`config.mk`:
```
export PLATFORM = sky130hd
export DESIGN_NAME = codec_regport
export DESIGN_NICKNAME = d
export VERILOG_FILES = /design/src/rtl/codec_regport_pkg.sv /design/src/rtl/codec_pointer_reg.sv /design/src/rtl/codec_index_mask.sv /design/src/rtl/codec_reg_bank.sv /design/src/rtl/codec_access_fsm.sv /design/src/rtl/codec_regport.sv
export SDC_FILE = /design/constraint.sdc
export NUM_CORES = 1
export LEC_CHECK = 0
export ABC_AREA = 1
export CELL_PAD_IN_SITES_DETAIL_PLACEMENT = 0
export CELL_PAD_IN_SITES_GLOBAL_PLACEMENT = 1
export CORE_MARGIN = 2
export CORE_UTILIZATION = 35
export DETAILED_ROUTE_END_ITERATION = 7
export HOLD_SLACK_MARGIN = 0.12
export PLACE_DENSITY_LB_ADDON = 0.1
export SLEW_MARGIN = 20
export SYNTH_ARGS = -nofsm -noshare
export SYNTH_HDL_FRONTEND = slang
export SYNTH_SLANG_ARGS = --single-unit
```
`constraint.sdc`:
```
create_clock -name clk -period 4.5 [get_ports clk]
set_input_delay 0.675 -clock clk [delete_from_list [all_inputs] [get_ports clk]]
set_output_delay 0.675 -clock clk [all_outputs]
set_load 0.05 [all_outputs]
```
`src/rtl/codec_regport_pkg.sv`:
```
package codec_regport_pkg;

    // Direct locations on the host side
    typedef enum logic [1:0] {
        LOC_POINTER = 2'd0,
        LOC_WINDOW  = 2'd1,
        LOC_STATUS  = 2'd2,
        LOC_PIO     = 2'd3
    } loc_e;

    // Read response states
    typedef enum logic [1:0] {
        ACC_IDLE  = 2'd0,
        ACC_DATA  = 2'd1,
        ACC_FAULT = 2'd2
    } acc_state_e;

    // Pointer register flag positions
    localparam int PTR_INIT_BIT = 7;
    localparam int PTR_MCE_BIT  = 6;
    localparam int PTR_TRD_BIT  = 5;

endpackage

```
`src/rtl/codec_pointer_reg.sv`:
```
module codec_pointer_reg
    import codec_regport_pkg::*;
#(
    parameter int DW = 8
) (
    input  logic          clk,
    input  logic          rst_n,
    input  logic          wr_en,
    input  logic [DW-1:0] wdata,
    input  logic          init_we,
    input  logic          init_val,
    output logic [DW-1:0] ptr_q
);

    localparam int LOW_W = PTR_INIT_BIT;

    always_ff @(posedge clk) begin
        if (!rst_n) begin
            ptr_q <= '0;
        end else begin
            if (wr_en) begin
                ptr_q[LOW_W-1:0] <= wdata[LOW_W-1:0];
            end
            if (init_we) begin
                ptr_q[PTR_INIT_BIT] <= init_val;
            end
        end
    end

    AST_INIT_KEPT: assert property (@(posedge clk) disable iff (!rst_n)
        (!init_we) |=> (ptr_q[PTR_INIT_BIT] == $past(ptr_q[PTR_INIT_BIT])));

    AST_LOW_WRITTEN: assert property (@(posedge clk) disable iff (!rst_n)
        (wr_en) |=> (ptr_q[LOW_W-1:0] == $past(wdata[LOW_W-1:0])));

endmodule

```
`src/rtl/codec_index_mask.sv`:
```
module codec_index_mask #(
    parameter bit EXTENDED = 1'b1,
    parameter int IDX_W    = 5
) (
    input  logic [IDX_W-1:0] ptr_low,
    input  logic             wide_mode,
    output logic [IDX_W-1:0] eff_idx
);

    localparam int NARROW_W = IDX_W - 1;

    logic wide_ok;

    generate
        if (EXTENDED) begin : g_ext
            assign wide_ok = wide_mode;
        end else begin : g_leg
            assign wide_ok = 1'b0 & wide_mode;
        end
    endgenerate

    always_comb begin
        if (wide_ok) begin
            eff_idx = ptr_low;
        end else begin
            eff_idx = {1'b0, ptr_low[NARROW_W-1:0]};
        end
    end

endmodule

```
`src/rtl/codec_reg_bank.sv`:
```
module codec_reg_bank #(
    parameter bit EXTENDED  = 1'b1,
    parameter int DW        = 8,
    parameter int DEPTH     = 32,
    parameter int ID_SLOT   = 25,
    parameter int ID_VALUE  = 8'hA0,
    parameter int MISC_SLOT = 12,
    parameter int WIDE_BIT  = 6,
    localparam int IDX_W    = $clog2(DEPTH)
) (
    input  logic             clk,
    input  logic             rst_n,
    input  logic             we,
    input  logic [IDX_W-1:0] idx,
    input  logic [DW-1:0]    wdata,
    output logic [DW-1:0]    rdata,
    output logic             wide_mode
);

    localparam logic [IDX_W-1:0] ID_IDX = IDX_W'(ID_SLOT);
    localparam logic [DW-1:0]    ID_BYTE = DW'(ID_VALUE);

    logic [DW-1:0] regs [DEPTH];

    generate
        for (genvar i = 0; i < DEPTH; i++) begin : g_slot
            always_ff @(posedge clk) begin
                if (!rst_n) begin
                    regs[i] <= '0;
                end else if (we && (idx == IDX_W'(i))) begin
                    regs[i] <= wdata;
                end
            end
        end
    endgenerate

    assign wide_mode = regs[MISC_SLOT][WIDE_BIT];

    generate
        if (EXTENDED) begin : g_id
            assign rdata = (idx == ID_IDX) ? ID_BYTE : regs[idx];
        end else begin : g_plain
            assign rdata = regs[idx];
        end
    endgenerate

    AST_SLOT_STORED: assert property (@(posedge clk) disable iff (!rst_n)
        (we) |=> (regs[$past(idx)] == $past(wdata)));

endmodule

```
`src/rtl/codec_access_fsm.sv`:
```
module codec_access_fsm
    import codec_regport_pkg::*;
#(
    parameter int DW = 8
) (
    input  logic          clk,
    input  logic          rst_n,
    input  logic          rd,
    input  logic [1:0]    sel,
    input  logic [DW-1:0] sel_data,
    output logic [DW-1:0] rsp_data,
    output logic          rsp_valid,
    output logic          rsp_fault
);

    acc_state_e state_q, state_d;
    logic [DW-1:0] data_q;

    // Next-state logic
    always_comb begin
        state_d = ACC_IDLE;
        unique case (state_q)
            ACC_IDLE, ACC_DATA, ACC_FAULT: begin
                if (rd) begin
                    state_d = (sel == LOC_PIO) ? ACC_FAULT : ACC_DATA;
                end else begin
                    state_d = ACC_IDLE;
                end
            end
            default: state_d = ACC_IDLE;
        endcase
    end

    // State register and captured read byte
    always_ff @(posedge clk) begin
        if (!rst_n) begin
            state_q <= ACC_IDLE;
            data_q  <= '0;
        end else begin
            state_q <= state_d;
            if (rd) begin
                data_q <= (sel == LOC_PIO) ? '0 : sel_data;
            end
        end
    end

    // Outputs
    always_comb begin
        rsp_data  = '0;
        rsp_valid = 1'b0;
        rsp_fault = 1'b0;
        unique case (state_q)
            ACC_IDLE: ;
            ACC_DATA: begin
                rsp_valid = 1'b1;
                rsp_data  = data_q;
            end
            ACC_FAULT: rsp_fault = 1'b1;
            default: ;
        endcase
    end

    AST_READ_LATENCY: assert property (@(posedge clk) disable iff (!rst_n)
        (rd && (sel != LOC_PIO)) |=> (rsp_valid && !rsp_fault));

    AST_NO_STRAY: assert property (@(posedge clk) disable iff (!rst_n)
        (!rd) |=> (!rsp_valid && !rsp_fault));

    AST_PIO_FAULT: assert property (@(posedge clk) disable iff (!rst_n)
        (rd && (sel == LOC_PIO)) |=> (rsp_fault && !rsp_valid && (rsp_data == '0)));

endmodule

```
`src/rtl/codec_regport.sv`:
```
module codec_regport
    import codec_regport_pkg::*;
#(
    parameter bit EXTENDED  = 1'b1,
    parameter int DW        = 8,
    parameter int DEPTH     = 32,
    parameter int ID_SLOT   = 25,
    parameter int ID_VALUE  = 8'hA0,
    parameter int MISC_SLOT = 12,
    parameter int WIDE_BIT  = 6
) (
    input  logic          clk,
    input  logic          rst_n,
    input  logic [1:0]    host_sel,
    input  logic [7:0]    host_wdata,
    input  logic          host_wr,
    input  logic          host_rd,
    input  logic          tst_status_we,
    input  logic [7:0]    tst_status_val,
    input  logic          tst_init_we,
    input  logic          tst_init_val,
    output logic [7:0]    rsp_data,
    output logic          rsp_valid,
    output logic          rsp_fault
);

    localparam int IDX_W = $clog2(DEPTH);

    logic [DW-1:0]    ptr_q;
    logic [DW-1:0]    status_q;
    logic [DW-1:0]    bank_rdata;
    logic [DW-1:0]    sel_data;
    logic [IDX_W-1:0] eff_idx;
    logic             wide_mode;
    logic             ptr_wr;
    logic             win_wr;

    assign ptr_wr = host_wr && (host_sel == LOC_POINTER);
    assign win_wr = host_wr && (host_sel == LOC_WINDOW);

    codec_pointer_reg #(.DW(DW)) u_ptr (
        .clk      (clk),
        .rst_n    (rst_n),
        .wr_en    (ptr_wr),
        .wdata    (host_wdata),
        .init_we  (tst_init_we),
        .init_val (tst_init_val),
        .ptr_q    (ptr_q)
    );

    codec_index_mask #(.EXTENDED(EXTENDED), .IDX_W(IDX_W)) u_mask (
        .ptr_low   (ptr_q[IDX_W-1:0]),
        .wide_mode (wide_mode),
        .eff_idx   (eff_idx)
    );

    codec_reg_bank #(
        .EXTENDED  (EXTENDED),
        .DW        (DW),
        .DEPTH     (DEPTH),
        .ID_SLOT   (ID_SLOT),
        .ID_VALUE  (ID_VALUE),
        .MISC_SLOT (MISC_SLOT),
        .WIDE_BIT  (WIDE_BIT)
    ) u_bank (
        .clk       (clk),
        .rst_n     (rst_n),
        .we        (win_wr),
        .idx       (eff_idx),
        .wdata     (host_wdata),
        .rdata     (bank_rdata),
        .wide_mode (wide_mode)
    );

    // Status byte: test load only
    always_ff @(posedge clk) begin
        if (!rst_n) begin
            status_q <= '0;
        end else if (tst_status_we) begin
            status_q <= tst_status_val;
        end
    end

    // Direct location read select
    always_comb begin
        unique case (host_sel)
            LOC_POINTER: sel_data = ptr_q;
            LOC_WINDOW:  sel_data = bank_rdata;
            LOC_STATUS:  sel_data = status_q;
            default:     sel_data = '0;
        endcase
    end

    codec_access_fsm #(.DW(DW)) u_fsm (
        .clk       (clk),
        .rst_n     (rst_n),
        .rd        (host_rd),
        .sel       (host_sel),
        .sel_data  (sel_data),
        .rsp_data  (rsp_data),
        .rsp_valid (rsp_valid),
        .rsp_fault (rsp_fault)
    );

    AST_STATUS_HOLD: assert property (@(posedge clk) disable iff (!rst_n)
        (!tst_status_we) |=> $stable(status_q));

    AST_STATUS_READ: assert property (@(posedge clk) disable iff (!rst_n)
        (host_rd && (host_sel == LOC_STATUS)) |=> (rsp_data == $past(status_q)));

    generate
        if (EXTENDED) begin : g_ext_chk
            AST_ID_READ: assert property (@(posedge clk) disable iff (!rst_n)
                (host_rd && (host_sel == LOC_WINDOW) && (eff_idx == IDX_W'(ID_SLOT)))
                |=> (rsp_data == DW'(ID_VALUE)));
        end else begin : g_leg_chk
            AST_LEGACY_NARROW: assert property (@(posedge clk) disable iff (!rst_n)
                (eff_idx[IDX_W-1] == 1'b0));
        end
    endgenerate

endmodule

```
* Word level (Yosys, flattened, before mapping) *
Memory sizes are Yosys's and may differ from the RTL's.
Cells that the tools add are included.

word-level totals
  flip-flop bits (word level) = 26
  bits in writable memories = 256
  bits of input ports = 25
  output and inout bits = 10
  word-level logic and storage cells = 250
  memories = 1

memory list
  memory       depth  bits a word  read ports  clocked after Yosys merged registers in  wr ports  RTL line              text
  u_bank.regs  32     8            2           0                                        32        codec_reg_bank.sv:23  logic [DW-1:0] regs [DEPTH];

operators by class
  equal/unequal tests = 36
  multiplexer cells = 137
  bitwise gates (word level) = 32
  reductions and logical operators = 39

operators with widths
  cell                  number
  $mux W8               35
  $mux W1               99
  $eq A5 B5 Y1 const B  16
  $eq A5 B4 Y1 const B  8
  $logic_and A1 B1 Y1   34
  $or A1 B1 Y1          32
  $pmux W8 S3           1
  $eq A5 B3 Y1 const B  4
  $eq A5 B2 Y1 const B  2
  $eq A2 B2 Y1 const B  3
  $eq A5 B1 Y1 const B  1
  $logic_not A5 Y1      1
  $mux W5               1
  $eq A2 B1 Y1 const B  2
  $logic_not A2 Y1      2
  $reduce_and A3 Y1     1
  $reduce_or A3 Y1      1
  $mux W2               1

* Longest topological paths before layout *
  depth after elaboration = 7
  gate-level depth with buffers = 14
  mapped depth without buffers = 13

* Cells and area by module *
From an unflattened synthesis, not the netlist that was laid out.

second synthesis, totals
  cells, all modules = 1,473
  area, all modules = 13,215.2 um2

modules (own cells, without submodules)
  module             times used  cells each  area an instance (um2)  sequential area each (um2)
  codec_reg_bank     1           1,257       11,846.4                7,687.4
  codec_access_fsm   1           87          524.3                   200.2
  codec_regport      1           73          480.5                   160.2
  codec_pointer_reg  1           50          326.6                   160.2
  codec_index_mask   1           6           37.5                    0.0

* Worst setup path before layout *
Ideal clock, no wire load.

  path kind = input to register
  from = input port rst_n
  to = memory u_bank.regs[10][0] (enable)
  setup time = 302 ps
  arrival = 1,758 ps
  data required time = 4,198 ps
  setup slack = 2,440 ps
  stages on the path = 4
  path buffers = 3
  cells stage by stage = clkbuf_1 buf_1 clkbuf_1 nand2_1

RTL lines
  what                RTL line              text
  start: declaration  codec_regport.sv:13   input logic rst_n,
  end: declaration    codec_reg_bank.sv:23

* Worst setup path in the final report *
  from = register u_ptr.ptr_q[0]
  to = register u_fsm.data_q[3]

between the ends
  word-level cells in the longest chain between the ends = 5
  elaborated cells between the ends (all ways) = 6
  classes of those cells = eq/ne: 1; mux: 4; memory: 1

RTL lines
  what                                            RTL line                 text
  start: declaration                              codec_pointer_reg.sv:12  output logic [DW-1:0] ptr_q
  start signal: indexed assignment                codec_pointer_reg.sv:22  ptr_q[LOW_W-1:0] <= wdata[LOW_W-1:0];
  start signal: indexed assignment                codec_pointer_reg.sv:25  ptr_q[PTR_INIT_BIT] <= init_val;
  $mux W5 (*)                                     codec_index_mask.sv:23   if (wide_ok) begin
  $mem_v2 Z32 W8 or $eq A5 B5 Y1 (tied branches)  -
  $mux W8 (*)                                     codec_reg_bank.sv:41     assign rdata = (idx == ID_IDX) ? ID_BYTE : regs[idx];
  $pmux W8 S3 (*)                                 codec_regport.sv:86      unique case (host_sel)
  $mux W8 (*)                                     codec_access_fsm.sv:42   data_q <= (sel == LOC_PIO) ? '0 : sel_data;
  end signal: assignment                          codec_access_fsm.sv:42
  end: declaration                                codec_access_fsm.sv:17   logic [DW-1:0] data_q;

Mark *: on every way between the ends. The rest lies on a longest branch, timed or not.
A chain may end at the register's enable or synchronous reset.

==> qor.tcl <==
set qor(run_status) {finished, final reports clean}
set qor(pwr-share-seq) 0.491
set qor(multiInputGateArea_um2) 4410
set qor(hold_violations) 0
set qor(io_pins) 35
set qor(dr.pass1.iters) 5
set qor(worst_reg2reg_path_startpoint) {u_ptr.ptr_q[0]}
set qor(mappedNetlistArea_um2) 13200
set qor(synth_fa_ha_area_frac) 0
set qor(timing.critical_path.buf_inv) 3
set qor(synthToLayoutAreaGrowth_pct) 13.8
set qor(post_synth_simple_gate_area) 0.311
set qor(io_buffers) 34
set qor(grt_overflow) 0
set qor(crit_share_post_route) 0.657
set qor(worst_ep_arrival_time_ps) 3420
set qor(num-fill-cells) 3890
set qor(coreArea_um2) 37300
set qor(clock_tree.htree_level_count) 2
set qor(max_slew_margin) 0.266
set qor(holdCritStartpoint) {u_ptr.ptr_q[5]}
set qor(cpPeakStageDelay_ps) 640
set qor(startpoint) {u_ptr.ptr_q[0]}
set qor(fmax_mhz) 338
set qor(worst_pin_slew_ps) 1100
set qor(synth-seq-area-share) 0.624
set qor(postLayoutCellArea_um2) 15000
set qor(chipWidth_um) 198
set qor(crit_path_max_fanout) 58
set qor(power_density_nw_per_um2) 405
set qor(worst-setup-path-type) {reg2reg}
set qor(vdd.ir_drop.worst_mv) 0.279
set qor(synth_nets) 1556
set qor(hpwlAfterDp_mm) 26.2
set qor(final-seq-area_um2) 8210
set qor(total_grt_usage) 0.214
set qor(power_switching_share) 0.242
set qor(globalplace.congestion) 0.803
set qor(grt_setup_unrepaired) {false}
set qor(number_of_instances_in_the_synthesized_netlist) 1531
set qor(cts_tree) {yes}
set qor(clock_power_share) 0.431
set qor(crit_top_cell) {sky130_fd_sc_hd__nand2_1}
set qor(slew_violations) 0
set qor(chipHeight_um) 198
set qor(setup_viol_count_final) 0
set qor(synth.avg_cell_area_um2) 8.60
set qor(insertion_delay_ps) 540
set qor(post_cts_resized) 0
set qor(maximum_number_of_pins_on_one_net_before_global_route_repair) 59
set qor(cp_cell_sequence) {inv_2 > buf_4 > buf_4 > nand2_1 > nand2_1 > nand2_1 > nand2_1 > nand2_1 > nand2_1 > nor2_1 > nand2_1 > nand3_1 > nand2_1 > nand2_1 > a21oi_1}
set qor(clockBufferDepth) 3
set qor(reg2reg_slack_ps) 1550
set qor(share_comb_of_total_power) 0.078
set qor(critPathRequiredTime_ps) 4960
set qor(die_area_um2) 39200
set qor(first_global_vias) 10000
set qor(min-delay-path-class) {reg2reg}
set qor(synth-compound-area-share) 0.0237
set qor(via_per_inst) 4.93
set qor(first_pass_grt_wire_length_mm) 61.6
set qor(path_delay_family) {buffers and inverters}
set qor(routed-via-count) 10100
set qor(clkSlewWorstSetupHoldPaths_ps) 60
set qor(max_cap_viol_count) 0
set qor(cts_setup_buffers) 0
set qor(setup.worst_path.end_class) {flip-flop}
set qor(clock_sinks) 282
set qor(layout.nets) 1568
set qor(initial_antenna_violation_count) 0
set qor(std_cell_rows) 71
set qor(ys_ff_latch) 282
set qor(worst_path_max_delay_cell) {sky130_fd_sc_hd__buf_4}
set qor(wl_per_cell_um) 19.7
set qor(yosys_warnings) 0
set qor(root_buffer) {sky130_fd_sc_hd__clkbuf_16}
set qor(p_int_uw) 4600
set qor(synth-xor-area-share) 0
set qor(synthMuxAreaShare) 0
set qor(clock_skew_ps) 12.5
set qor(drtIter0Drc) 625
set qor(startpoint_type) {flip-flop}
set qor(post_route_cells_drive_above_1_share) 0.0600
set qor(antenna-diode-count) 0
set qor(placedInstanceArea_um2) 13900
set qor(start_util) 0.353
set qor(finalWorstPathRequiredPeriod_ps) 2950
set qor(setup_tns_ps) 0
set qor(drc_errors) 0
set qor(cts-hold-fix-buffers) 0
set qor(power_switching_uw) 1470
set qor(drtAntennaViolNets) 0
set qor(wl_mm) 40.2
set qor(p_leak_uw) 0.00633
set qor(synth.lib_cells_used.distinct) 21
set qor(cts-buffers-inserted) 34
set qor(largest_family_of_logic_cells_by_synthesized_area) {simple AND/OR/NAND/NOR gates}
## per-stage QoR
stage          cells  hold slack, ps  total power (uW)  utilization  setup slack, ps
2_1_floorplan   1531             425              3300            -             2440
3_3_place_gp    1981             436              3510        0.373             1200
3_5_place_dp    1981             439              3510        0.373             1170
4_1_cts         2041             447              6130        0.401             1530
5_1_grt         2041             485              6290        0.401             1280
6_report        2041             452              6070        0.401             1550
## state kept, by name, summed over array words and instances (netlist names)
signal	cells
u_bank.regs	256
status_q	8
u_fsm.data_q	8
u_ptr.ptr_q	8
u_fsm.state_q	2
## layer usage
layer  vias up  GRT usage  part of all wire  wire [um]
met4         0     0.0607             0.025       1000
li1       4918          -                 -          -
met5         -          0                 0          0
met2       238      0.359              0.48      19300
met3        66     0.0341             0.049       1950
met1      4839      0.288              0.45      18000
## placed cells by master, fill, tap and decap left out, types with 2 or more instances in the layout
master,n
sky130_fd_sc_hd__clkbuf_1,11
sky130_fd_sc_hd__clkdlybuf4s50_1,33
sky130_fd_sc_hd__inv_1,41
sky130_fd_sc_hd__buf_4,23
sky130_fd_sc_hd__o22ai_1,3
sky130_fd_sc_hd__clkinv_1,10
sky130_fd_sc_hd__inv_2,10
sky130_fd_sc_hd__clkinv_2,4
sky130_fd_sc_hd__nand3_1,62
sky130_fd_sc_hd__nand3_2,4
sky130_fd_sc_hd__nor2_1,340
sky130_fd_sc_hd__nor2_2,7
sky130_fd_sc_hd__nand2_1,635
sky130_fd_sc_hd__dfxtp_1,24
sky130_fd_sc_hd__clkbuf_16,37
sky130_fd_sc_hd__a21oi_1,36
sky130_fd_sc_hd__edfxtp_1,256
sky130_fd_sc_hd__a22o_1,2
sky130_fd_sc_hd__nor2_4,3
sky130_fd_sc_hd__o21ai_0,19
## cell families after synthesis
family                 count (synthesis)
AND/OR/NAND/NOR                     1053
flip-flops                           282
buffers and inverters                136
AO/OA/AOI/OAI                         60
## worst register-to-register path: stages (launching register included)
cell	delay, ps
sky130_fd_sc_hd__dfxtp_4	460
sky130_fd_sc_hd__inv_2	160
sky130_fd_sc_hd__buf_4	410
sky130_fd_sc_hd__buf_4	670
sky130_fd_sc_hd__nand2_1	150
sky130_fd_sc_hd__nand2_1	100
sky130_fd_sc_hd__nand2_1	50
sky130_fd_sc_hd__nand2_1	180
sky130_fd_sc_hd__nand2_1	70
sky130_fd_sc_hd__nand2_1	100
sky130_fd_sc_hd__nor2_1	80
sky130_fd_sc_hd__nand2_1	70
sky130_fd_sc_hd__nand3_1	110
sky130_fd_sc_hd__nand2_1	90
sky130_fd_sc_hd__nand2_1	50
sky130_fd_sc_hd__a21oi_1	120
## power by group through the flow
stage               Clock, uW  Sequential (uW)  Combinational [uW]
floorplan                   0             3020                 284
global placement            0             3040                 476
detailed placement          0             3040                 476
CTS                      2670             2980                 478
global route             2770             2990                 523
finish                   2620             2980                 471
## cells in the mapped netlist
library cell / number / area (um2)
sky130_fd_sc_hd__nand2_2: 1 / 6.26
sky130_fd_sc_hd__nor3_1: 1 / 5.00
sky130_fd_sc_hd__a22o_1: 2 / 17.5
sky130_fd_sc_hd__dfxtp_1: 26 / 521
sky130_fd_sc_hd__nand3_1: 62 / 310
sky130_fd_sc_hd__nor2_2: 6 / 37.5
sky130_fd_sc_hd__clkinv_1: 3 / 11.3
sky130_fd_sc_hd__clkbuf_1: 41 / 154
sky130_fd_sc_hd__nor2_4: 3 / 33.8
sky130_fd_sc_hd__nand3_2: 4 / 40.0
sky130_fd_sc_hd__inv_1: 44 / 165
sky130_fd_sc_hd__edfxtp_1: 256 / 7690
sky130_fd_sc_hd__nor2_1: 341 / 1280
sky130_fd_sc_hd__buf_2: 21 / 105
sky130_fd_sc_hd__a21oi_1: 36 / 180
sky130_fd_sc_hd__inv_2: 8 / 30.0
sky130_fd_sc_hd__buf_4: 3 / 22.5
sky130_fd_sc_hd__o22ai_1: 3 / 18.8
sky130_fd_sc_hd__nand2_1: 635 / 2380
sky130_fd_sc_hd__o21ai_0: 19 / 95.1
sky130_fd_sc_hd__buf_1: 16 / 60.1
## worst paths after layout
check               endpoint  depth (start not counted)
max          u_fsm.data_q[3]                         15
min           u_ptr.ptr_q[5]                          2
min reg2reg   u_ptr.ptr_q[5]                          2
max reg2reg  u_fsm.data_q[3]                         15
## area by class of cell
| cell class | count | share of cell area |
|---|---|---|
| clock buffers | 48 | 0.0646 |
| clock inverters | 12 | 0.00535 |
| inverters | 55 | 0.0138 |
| multi-input cells | 1113 | 0.294 |
| flip-flops and latches | 282 | 0.548 |
| well taps | 474 | 0.0396 |
| repair buffers | 57 | 0.0339 |
Note: power is estimated with default switching activity, not from simulation.
